$ cat src/rtl/mps_pkg.sv
// Shared encodings for the MAC address provisioning sequencer.
// Assumes the EEPROM master decodes these opcodes as listed.
package mps_pkg;
    typedef enum logic [2:0] {
        OP_READ  = 3'd0,
        OP_WRITE = 3'd1,
        OP_ERASE = 3'd2,
        OP_WREN  = 3'd3,
        OP_WRDIS = 3'd4
    } ee_op_t;

    typedef enum logic [1:0] {
        RES_OK      = 2'd0,
        RES_BAD_HDR = 2'd1,
        RES_WR_FAIL = 2'd2
    } res_t;
endpackage

$ cat src/rtl/mps_step_decode.sv
// Maps the sequencer step index onto one EEPROM request: opcode,
// word address and write data. The step list is header reads,
// address reads, enable, erase/write pairs, disable.
// Assumes step never exceeds the disable step.
module mps_step_decode
    import mps_pkg::*;
#(
    parameter int ADDR_W   = 6,
    parameter int WORD_W   = 16,
    parameter int N_HDR    = 3,
    parameter int N_MAC    = 3,
    parameter int MAC_BASE = 7,
    parameter int SW       = 4
) (
    input  logic [SW-1:0]           step,
    input  logic [N_MAC*WORD_W-1:0] new_words,
    output ee_op_t                  op,
    output logic [ADDR_W-1:0]       addr,
    output logic [WORD_W-1:0]       wdata
);
    localparam int S_WREN  = N_HDR + N_MAC;
    localparam int S_PAIR0 = S_WREN + 1;
    localparam int S_WRDIS = S_PAIR0 + 2 * N_MAC;

    int s_i;
    int pair_i;

    // Decode the step index into the request fields.
    always_comb begin
        op     = OP_READ;
        addr   = '0;
        wdata  = '0;
        s_i    = int'(step);
        pair_i = 0;
        if (s_i < N_HDR) begin
            addr = ADDR_W'(s_i);
        end else if (s_i < S_WREN) begin
            addr = ADDR_W'(MAC_BASE + s_i - N_HDR);
        end else if (s_i == S_WREN) begin
            op = OP_WREN;
        end else if (s_i < S_WRDIS) begin
            pair_i = s_i - S_PAIR0;
            op     = pair_i[0] ? OP_WRITE : OP_ERASE;
            addr   = ADDR_W'(MAC_BASE + pair_i / 2);
            wdata  = new_words[(pair_i / 2) * WORD_W +: WORD_W];
        end else begin
            op = OP_WRDIS;
        end
    end
endmodule

$ cat src/rtl/mps_hdr_check.sv
// Compares one read word against the expected signature word chosen
// by the header index. Assumes idx < N_HDR when the result is used.
module mps_hdr_check #(
    parameter int WORD_W = 16,
    parameter int N_HDR  = 3,
    parameter int IDX_W  = 2,
    parameter logic [N_HDR*WORD_W-1:0] HDR_WORDS = 48'h8168_10EC_8129
) (
    input  logic [IDX_W-1:0]  idx,
    input  logic [WORD_W-1:0] word,
    output logic              match
);
    logic [WORD_W-1:0] expect_w;

    // Select the expected word and compare.
    always_comb begin
        expect_w = '0;
        for (int k = 0; k < N_HDR; k++) begin
            if (int'(idx) == k) expect_w = HDR_WORDS[k*WORD_W +: WORD_W];
        end
        match = (word == expect_w);
    end
endmodule

$ cat src/rtl/mps_mac_reg.sv
// Holds the new address latched at start, packs it into EEPROM words,
// and assembles the old address from captured words. Byte i of an
// address sits at bits [MAC_W-1-8i -: 8]; inside a word the lower
// numbered byte takes the low lane. Assumes captures arrive in index order.
module mps_mac_reg #(
    parameter int MAC_W  = 48,
    parameter int WORD_W = 16,
    parameter int N_MAC  = 3,
    parameter int IDX_W  = 2
) (
    input  logic                    clk,
    input  logic                    rst_n,
    input  logic                    clr,
    input  logic [MAC_W-1:0]        mac_in,
    input  logic                    cap,
    input  logic [IDX_W-1:0]        cap_idx,
    input  logic [WORD_W-1:0]       cap_word,
    output logic [N_MAC*WORD_W-1:0] new_words,
    output logic [MAC_W-1:0]        old_mac,
    output logic                    old_valid
);
    localparam int BPW = WORD_W / 8;

    logic [MAC_W-1:0] new_mac_q;

    // Latch the new address when a run starts.
    always_ff @(posedge clk) begin
        if (!rst_n)   new_mac_q <= '0;
        else if (clr) new_mac_q <= mac_in;
    end

    // Pack the latched address into per-word images.
    for (genvar k = 0; k < N_MAC; k++) begin : g_pack
        for (genvar b = 0; b < BPW; b++) begin : g_byte
            assign new_words[k*WORD_W + b*8 +: 8] =
                new_mac_q[MAC_W-1-8*(k*BPW+b) -: 8];
        end
    end

    // Unpack each captured word into the old address; flag after the last.
    always_ff @(posedge clk) begin
        if (!rst_n) begin
            old_mac   <= '0;
            old_valid <= 1'b0;
        end else if (clr) begin
            old_valid <= 1'b0;
        end else if (cap) begin
            for (int k = 0; k < N_MAC; k++) begin
                if (int'(cap_idx) == k) begin
                    for (int b = 0; b < BPW; b++) begin
                        old_mac[MAC_W-1-8*(k*BPW+b) -: 8] <= cap_word[b*8 +: 8];
                    end
                end
            end
            if (int'(cap_idx) == N_MAC - 1) old_valid <= 1'b1;
        end
    end

    // once complete, the old address is frozen until the next run.
    a_r3_old_frozen: assert property (@(posedge clk) disable iff (!rst_n)
        old_valid && !clr |=> old_valid && $stable(old_mac));
endmodule

$ cat src/rtl/mac_prov_seq.sv
// Sequencer that validates an EEPROM signature, reads the stored MAC
// address and optionally rewrites it through a request/ack EEPROM
// master. Assumes the master acknowledges every request once, with a
// one-cycle eer_ack, and holds nothing across requests.
module mac_prov_seq
    import mps_pkg::*;
#(
    parameter int ADDR_W   = 6,
    parameter int WORD_W   = 16,
    parameter int MAC_W    = 48,
    parameter int N_HDR    = 3,
    parameter int MAC_BASE = 7,
    parameter logic [N_HDR*WORD_W-1:0] HDR_WORDS = 48'h8168_10EC_8129
) (
    input  logic              clk,
    input  logic              rst_n,
    input  logic              start,
    input  logic              update_en,
    input  logic [MAC_W-1:0]  new_mac,
    output logic              eer_req,
    output logic [2:0]        eer_op,
    output logic [ADDR_W-1:0] eer_addr,
    output logic [WORD_W-1:0] eer_wdata,
    input  logic              eer_ack,
    input  logic [WORD_W-1:0] eer_rdata,
    input  logic              eer_err,
    output logic [MAC_W-1:0]  old_mac,
    output logic              old_mac_valid,
    output logic              busy,
    output logic              done,
    output logic [1:0]        status
);
    localparam int N_MAC   = MAC_W / WORD_W;
    localparam int S_WREN  = N_HDR + N_MAC;
    localparam int S_WRDIS = S_WREN + 1 + 2 * N_MAC;
    localparam int SW      = $clog2(S_WRDIS + 1);
    localparam int HIDX_W  = (N_HDR > 1) ? $clog2(N_HDR) : 1;
    localparam int MIDX_W  = (N_MAC > 1) ? $clog2(N_MAC) : 1;

    typedef enum logic [1:0] {ST_IDLE, ST_ISSUE, ST_GAP} state_t;

    state_t  state;
    logic [SW-1:0] step;
    logic    upd_q;
    logic    err_q;
    res_t    res_q;
    ee_op_t  op_w;
    logic    hdr_match;
    logic    is_hdr, is_mac, is_wr;
    logic    start_ok, acked;
    logic [N_MAC*WORD_W-1:0] new_words;
    logic [SW-1:0] mac_step;

    mps_step_decode #(
        .ADDR_W(ADDR_W), .WORD_W(WORD_W), .N_HDR(N_HDR),
        .N_MAC(N_MAC), .MAC_BASE(MAC_BASE), .SW(SW)
    ) u_dec (
        .step(step), .new_words(new_words),
        .op(op_w), .addr(eer_addr), .wdata(eer_wdata)
    );

    mps_hdr_check #(
        .WORD_W(WORD_W), .N_HDR(N_HDR), .IDX_W(HIDX_W), .HDR_WORDS(HDR_WORDS)
    ) u_hdr (
        .idx(step[HIDX_W-1:0]), .word(eer_rdata), .match(hdr_match)
    );

    // Classify the current step.
    always_comb begin
        is_hdr   = int'(step) < N_HDR;
        is_mac   = !is_hdr && int'(step) < S_WREN;
        is_wr    = (op_w == OP_ERASE) || (op_w == OP_WRITE);
        start_ok = (state == ST_IDLE) && start;
        acked    = (state == ST_ISSUE) && eer_ack;
        mac_step = step - SW'(N_HDR);
    end

    mps_mac_reg #(
        .MAC_W(MAC_W), .WORD_W(WORD_W), .N_MAC(N_MAC), .IDX_W(MIDX_W)
    ) u_mac (
        .clk(clk), .rst_n(rst_n), .clr(start_ok), .mac_in(new_mac),
        .cap(acked && is_mac), .cap_idx(mac_step[MIDX_W-1:0]),
        .cap_word(eer_rdata), .new_words(new_words),
        .old_mac(old_mac), .old_valid(old_mac_valid)
    );

    // Step through the request list, end early on a bad header or a
    // read-only run, and gather erase/write errors.
    always_ff @(posedge clk) begin
        if (!rst_n) begin
            state <= ST_IDLE;
            step  <= '0;
            upd_q <= 1'b0;
            err_q <= 1'b0;
            res_q <= RES_OK;
            done  <= 1'b0;
        end else begin
            done <= 1'b0;
            case (state)
                ST_IDLE: begin
                    if (start) begin
                        state <= ST_ISSUE;
                        step  <= '0;
                        upd_q <= update_en;
                        err_q <= 1'b0;
                    end
                end
                ST_ISSUE: begin
                    if (eer_ack) begin
                        err_q <= err_q | (eer_err && is_wr);
                        if (is_hdr && !hdr_match) begin
                            res_q <= RES_BAD_HDR;
                            done  <= 1'b1;
                            state <= ST_IDLE;
                        end else if (int'(step) == S_WREN - 1 && !upd_q) begin
                            res_q <= RES_OK;
                            done  <= 1'b1;
                            state <= ST_IDLE;
                        end else if (int'(step) == S_WRDIS) begin
                            res_q <= err_q ? RES_WR_FAIL : RES_OK;
                            done  <= 1'b1;
                            state <= ST_IDLE;
                        end else begin
                            step  <= step + 1'b1;
                            state <= ST_GAP;
                        end
                    end
                end
                default: state <= ST_ISSUE;
            endcase
        end
    end

    // Drive the master and status outputs.
    always_comb begin
        eer_req = (state == ST_ISSUE);
        eer_op  = op_w;
        busy    = (state != ST_IDLE);
        status  = res_q;
    end

    // request fields hold until acknowledged.
    a_r7_hold: assert property (@(posedge clk) disable iff (!rst_n)
        eer_req && !eer_ack |=> eer_req && $stable(eer_op) && $stable(eer_addr) && $stable(eer_wdata));
    // request drops after an acknowledge.
    a_r7_drop: assert property (@(posedge clk) disable iff (!rst_n)
        eer_req && eer_ack |=> !eer_req);
    // done is a single-cycle pulse and busy is already low with it.
    a_r8_done_pulse: assert property (@(posedge clk) disable iff (!rst_n)
        done |=> !done);
    a_r8_busy_low: assert property (@(posedge clk) disable iff (!rst_n)
        done |-> !busy);
    // no erase or write before the old address is complete.
    a_r3_read_first: assert property (@(posedge clk) disable iff (!rst_n)
        eer_req && (eer_op == OP_ERASE || eer_op == OP_WRITE) |-> old_mac_valid);
    // a bad header ends the run before the address is read.
    a_r2_abort: assert property (@(posedge clk) disable iff (!rst_n)
        done && status == RES_BAD_HDR |-> !old_mac_valid);
    // a start while busy leaves the run going.
    a_r9_ignore: assert property (@(posedge clk) disable iff (!rst_n)
        busy && start && !eer_ack |=> busy);
endmodule

$ cat config.mk
export PLATFORM = sky130hd
export DESIGN_NAME = mac_prov_seq
export DESIGN_NICKNAME = d
export VERILOG_FILES = /design/src/rtl/mps_pkg.sv /design/src/rtl/mps_step_decode.sv /design/src/rtl/mps_hdr_check.sv /design/src/rtl/mps_mac_reg.sv /design/src/rtl/mac_prov_seq.sv
export SDC_FILE = /design/constraint.sdc
export NUM_CORES = 1
export LEC_CHECK = 0
export ABC_CLOCK_PERIOD_IN_PS = 6000
export BUFFER_PORTS_ARGS = -buffer_cell sky130_fd_sc_hd__buf_2
export CAP_MARGIN = 30
export CORE_MARGIN = 5
export CORE_UTILIZATION = 55
export CTS_CLUSTER_SIZE = 25
export DETAILED_ROUTE_END_ITERATION = 8
export PLACE_DENSITY_LB_ADDON = 0.25
export SETUP_SLACK_MARGIN = 0.15
export SLEW_MARGIN = 20
export SYNTH_ARGS = -nofsm -noshare
export SYNTH_HDL_FRONTEND = slang
export SYNTH_SLANG_ARGS = --single-unit
$ cat constraint.sdc
create_clock -name clk -period 6 [get_ports clk]
set_clock_uncertainty 0.15 [all_clocks]
set_input_delay 1.2 -clock clk [delete_from_list [all_inputs] [get_ports clk]]
set_output_delay 1.2 -clock clk [all_outputs]
set_load 0.005 [all_outputs]
# Yosys cells after proc, flatten, opt, wreduce, memory -nomap -nowiden
# Cells that the tools add are included.
# totals
ff_bits	108
output_inout_bits	79
# op_classes
n_reduce_logical	28
n_eq_ne	16
n_addsub	7
n_shift	1
bitwise	4
mux	38
order_cmp	3
# ops
op	count
$mux 16	7
$shiftx 48x32->16	1
$add 28x1->28	1
$mux 6	4
$mux 2	10
$mux 4	5
$reduce_and 3->1	6
$eq 16x16->1	1
$mux 3	4
$eq 2x2->1 const B	4
$eq 4x4->1 const B	2
$ne 2x2->1 const B	4
$pmux 4 s2	1
$logic_and 1x1->1	7
$add 4x6->6 const A	1
$logic_not 2->1	3
$reduce_and 2->1	3
$reduce_and 6->1	1
$sub 6x3->6 const B	1
$add 3x4->5 const A	1
$mux 1	5
$sub 4x3->5 const B	1
$add 4x1->4 const B	1
$eq 4x3->1 const B	1
other kinds (18)	22

# Depth between registers and ports, before layout
# depth
depth_word	12
mapped_depth	13

# Hierarchy
# Synthesis repeated with hierarchy kept, for this count alone.
# unflattened
cells_unflattened	601
hier_area_um2	5464.0
# by_module_without_submodules
mod	instances	seq_area_each_um2	cells_per_inst	area_per_inst_um2
mps_mac_reg	1	1941.9	336	3672.3
mps_step_decode	1	0.0	172	1007.2
mac_prov_seq	1	220.2	73	628.1
mps_hdr_check	1	0.0	20	156.4

# Worst setup path after synthesis
# Ideal clock, no wire load.
# synth_timing
kind	flip-flop to output port
start	reg step[0]
end	out eer_addr[4]
path_stages_with_launch	14
path_buffers	3
t_arrival_ps	3226
path_slack_ps	1424
required_time_ps	4650
path_cell_list	dfxtp_1 -> clkbuf_1 -> inv_1 -> ha_1 -> ha_1 -> ha_1 -> clkbuf_1 -> buf_2 -> inv_1 -> ha_1 -> inv_1 -> o21ai_0 -> xor2_1 -> o22ai_1
# synth_between
elab_chain_len	8
elab_cells_between_ends	14
classes_between	add/sub: 5; order compare: 3; eq/ne: 1; mux: 4; bitwise: 1
# synth_rtl
element	line	rtl
from (decl)	mac_prov_seq.sv:43	logic [SW-1:0] step;
from (signal assigned)	mac_prov_seq.sv:124	step <= step + 1'b1;
$sub 4x3->5	mps_step_decode.sv:42	pair_i = s_i - S_PAIR0;
$and 1x1->1 (no source line)	-	
$add 28x1->28 (no source line)	-	
$add 4x6->6	mps_step_decode.sv:44	addr = ADDR_W'(MAC_BASE + pair_i / 2);
$mux 6	mps_step_decode.sv:41	end else if (s_i < S_WRDIS) begin
$mux 6	mps_step_decode.sv:39	end else if (s_i == S_WREN) begin
$mux 6	mps_step_decode.sv:37	end else if (s_i < S_WREN) begin
$mux 6 (*)	mps_step_decode.sv:35	if (s_i < N_HDR) begin
to (decl)	mac_prov_seq.sv:22	output logic [ADDR_W-1:0] eer_addr,
# Every way passes the cells marked *; elsewhere a longest branch is shown, timed or not.

# Final worst setup path
# Ends and elaborated chain as after synthesis.

==> impl_metrics.py <==
metrics = {
    "setup_path": {
        "cp_cell_sequence": "inv_1, ha_1, ha_1, ha_1, inv_1, ha_1, inv_1, o21ai_0, xor2_1, o22ai_1, buf_2",
        "slowest_stage": "ha_1",
        "critPathLaunchType": "flip-flop",
        "cp_common_cell": "ha_1",
        "endpoint_kind": "output port",
        "crit_fanout": 19,
        "required_ns": 4.65,
        "path_buf_inv": 4,
        "crit_type": "flip-flop to output port",
        "max_stage_delay_ns": 0.91,
        "worstPathArrival_ns": 4.12,
        "rrSetupSlack_ns": 2.94,
        "crit_family": "adder cells",
    },
    "routing": {
        "drtPass1Iterations": 5,
        "routed-wl-met2_mm": 6.38,
        "wl_mm": 13.4,
        "routed-via-count": 4818,
        "wl_per_cell_um": 15.2,
        "post-route-drc-count": 0,
        "wirelength_met1_mm": 5.74,
        "wl_met3_um": 974,
        "ant_nets": 0,
        "drt_iter0_markers": 269,
        "highest_layer": "met4",
        "drt-vias-per-instance": 5.49,
    },
    "final_layout": {
        "regArea_mm2": 0.00216,
        "fin_nets": 844,
        "fill_cells": 746,
        "drive_gt1_share_pct": 22.9,
        "multiInputGateArea_mm2": 0.00244,
        "design_area_mm2": 0.00578,
        "diodes": 0,
        "area_growth_pct": 19.3,
    },
    "place": {
        "place_area_mm2": 0.00554,
        "dp_hpwl_mm": 9.47,
        "portBuffers": 148,
        "gp_congestion": 0.877,
    },
    "power_and_ir_drop": {
        "powerDensity_mw_per_mm2": 228,
        "power.static_leakage_uw": 0.00238,
        "ir_worst_vdd_mv": 0.132,
        "power_uw": 1320,
    },
    "grt": {
        "antenna_found_initial": 0,
        "gr-total-overflow": 0,
        "first_global_vias": 4595,
        "grt_max_degree": 60,
        "grt_pass1_wl_mm": 22.2,
        "track_usage_pct": 24.4,
    },
    "die": {
        "row_count": 34,
        "initial_utilization_pct": 56.1,
        "die_area_mm2": 0.0108,
        "core_region_area_mm2": 0.00864,
        "die_w_um": 104,
        "fp.dieH_um": 104,
        "num_io_pins": 149,
    },
    "timing": {
        "finalSetupViolations": 0,
        "max_freq_mhz": 183,
        "drv_slew": 0,
        "hold_viol_final": 0,
        "slew_headroom_pct": 37.9,
        "min_period_ns": 5.47,
        "tightest_slew_ns": 0.932,
        "hold_ws_ns": 0.306,
        "min_period_over_period_pct": 91.1,
        "setup_tns_ns": 0,
        "rsz0062_at_grt": "no",
    },
    "clock_network": {
        "clkTransAtPathRegs_ns": 0.11,
        "clk_path_buf_depth": 2,
        "cts_tree": "done",
        "cts-root-buf": "clkbuf_8",
        "numCtsBuffers": 9,
        "clkLatencyLatePin_ns": 0.37,
        "htreeDepth": 3,
        "cts-hold-fix-buffers": 0,
        "cts_setup_buffers": 0,
        "cts_resized": 0,
        "cts_sinks": 108,
    },
    "logic_synthesis": {
        "ys.warnings.count": 0,
        "ys_types": 49,
        "synth.avg_cell_area_um2": 7.48,
        "yosysSeqAreaShare_pct": 44.6,
        "synth_area_mm2": 0.00485,
        "synth_cells": 648,
        "syn_nets": 728,
        "ys.flop_type": "dfxtp_1",
        "async_flop_share_pct": 0,
        "ys_ff_latch": 108,
        "synth_edf_count": 0,
    },
    "outcome": {
        "status": "completed",
    },
    "min_path": {
        "hp-class": "flip-flop to flip-flop",
    },
    "flow_run": {
        "maxCapViolations": 0,
    },
}
==> worst reg2reg max path, delay by kind of cell, from the launching register on <==
family,cells,cell delay (ns)
and+or+nand+nor,3,0.94
AOI/OAI and AO/OA,2,0.64
adders and majority gates,1,0.54
DFF,1,0.72
==> flip-flops by register name, summed over array words and instances (netlist names) <==
name / cells
u_mac.old_mac: 48
u_mac.new_mac_q: 48
upd_q: 1
step: 4
state: 2
err_q: 1
status: 2
done: 1
u_mac.old_valid: 1
==> synth_stat cells, drive strengths merged, types with 3 or more instances <==
cell type / count / area share, %
a211oi: 5 / 0.88
a21oi: 119 / 12
and2: 5 / 0.65
buf: 12 / 1.5
clkbuf: 35 / 2.8
dfxtp: 108 / 45
ha: 10 / 2.6
inv: 10 / 0.77
mux2i: 19 / 3.9
nand2: 210 / 16
nand2b: 3 / 0.39
nand3: 5 / 0.52
nor2: 45 / 3.5
nor2b: 4 / 0.52
nor3: 4 / 0.52
o21ai: 8 / 0.83
o22ai: 7 / 0.90
or3: 4 / 0.52
or4: 3 / 0.54
xnor2: 5 / 0.90
xor2: 4 / 0.72
==> kinds of logic (layout without fill, tap and decap cells) <==
kind of cell / after synthesis / after routing / share of synthesized area, %
and+or+nand+nor: 289 / 289 / 24.4
AOI/OAI and AO/OA: 155 / 155 / 17.6
DFF: 108 / 108 / 44.6
buffers and inverters: 57 / 178 / 5.03
muxes: 19 / 19 / 3.92
adders and majority gates: 11 / 11 / 2.79
xor gates and xnor gates: 9 / 9 / 1.63
==> where the power goes <==
part	switching, uW	leakage, uW	internal, uW
sequential	10.7	0.000878	737
combinational	64.2	0.00140	41.5
clock	263	0.000104	201
==> metrics by stage <==
stage	worst slack (ns)	util, %	std cells
after floorplan	1.42	-	648
after global placement	1.10	64.1	859
after detailed placement	1.08	64.2	860
after CTS	0.616	66.6	876
after global routing	0.332	66.9	877
final	0.534	66.9	877
==> final timing paths <==
kind,startpoint,end,cells after the start
hold / removal,u_mac.old_mac[24],u_mac.old_mac[24],2
hold reg to reg,u_mac.old_mac[24],u_mac.old_mac[24],2
setup reg to reg,step[0],u_mac.old_mac[6],6
setup / recovery,step[0],eer_addr[4],11
==> layout by cell type (no fill, tap or decap), types with 5 or more instances in the layout <==
cell type  count
o21ai_0        8
nand2_1      210
ha_1          10
dfxtp_1      108
nand3_1        5
mux2i_1       19
nor2_1        45
a21oi_1      119
clkbuf_8       9
xnor2_1        5
buf_2        148
o22ai_1        7
inv_1          8
==> metal layers <==
layer	global-route usage, %	vias to the layer above
li1	-	2370
met1	32.4	2195
met2	39.3	224
met3	5.09	29
met4	8.33	0
met5	0	-
==> area by class of cell <==
type / count / share of cell area (%)
multi-input cells: 483 / 42.3
flip-flops and latches: 108 / 37.4
repair buffers: 152 / 13.7
well taps: 108 / 2.34
clock buffers: 10 / 2.21
clock inverters: 6 / 1.41
inverters: 10 / 0.649
Note: power is estimated with default switching activity, not from simulation.
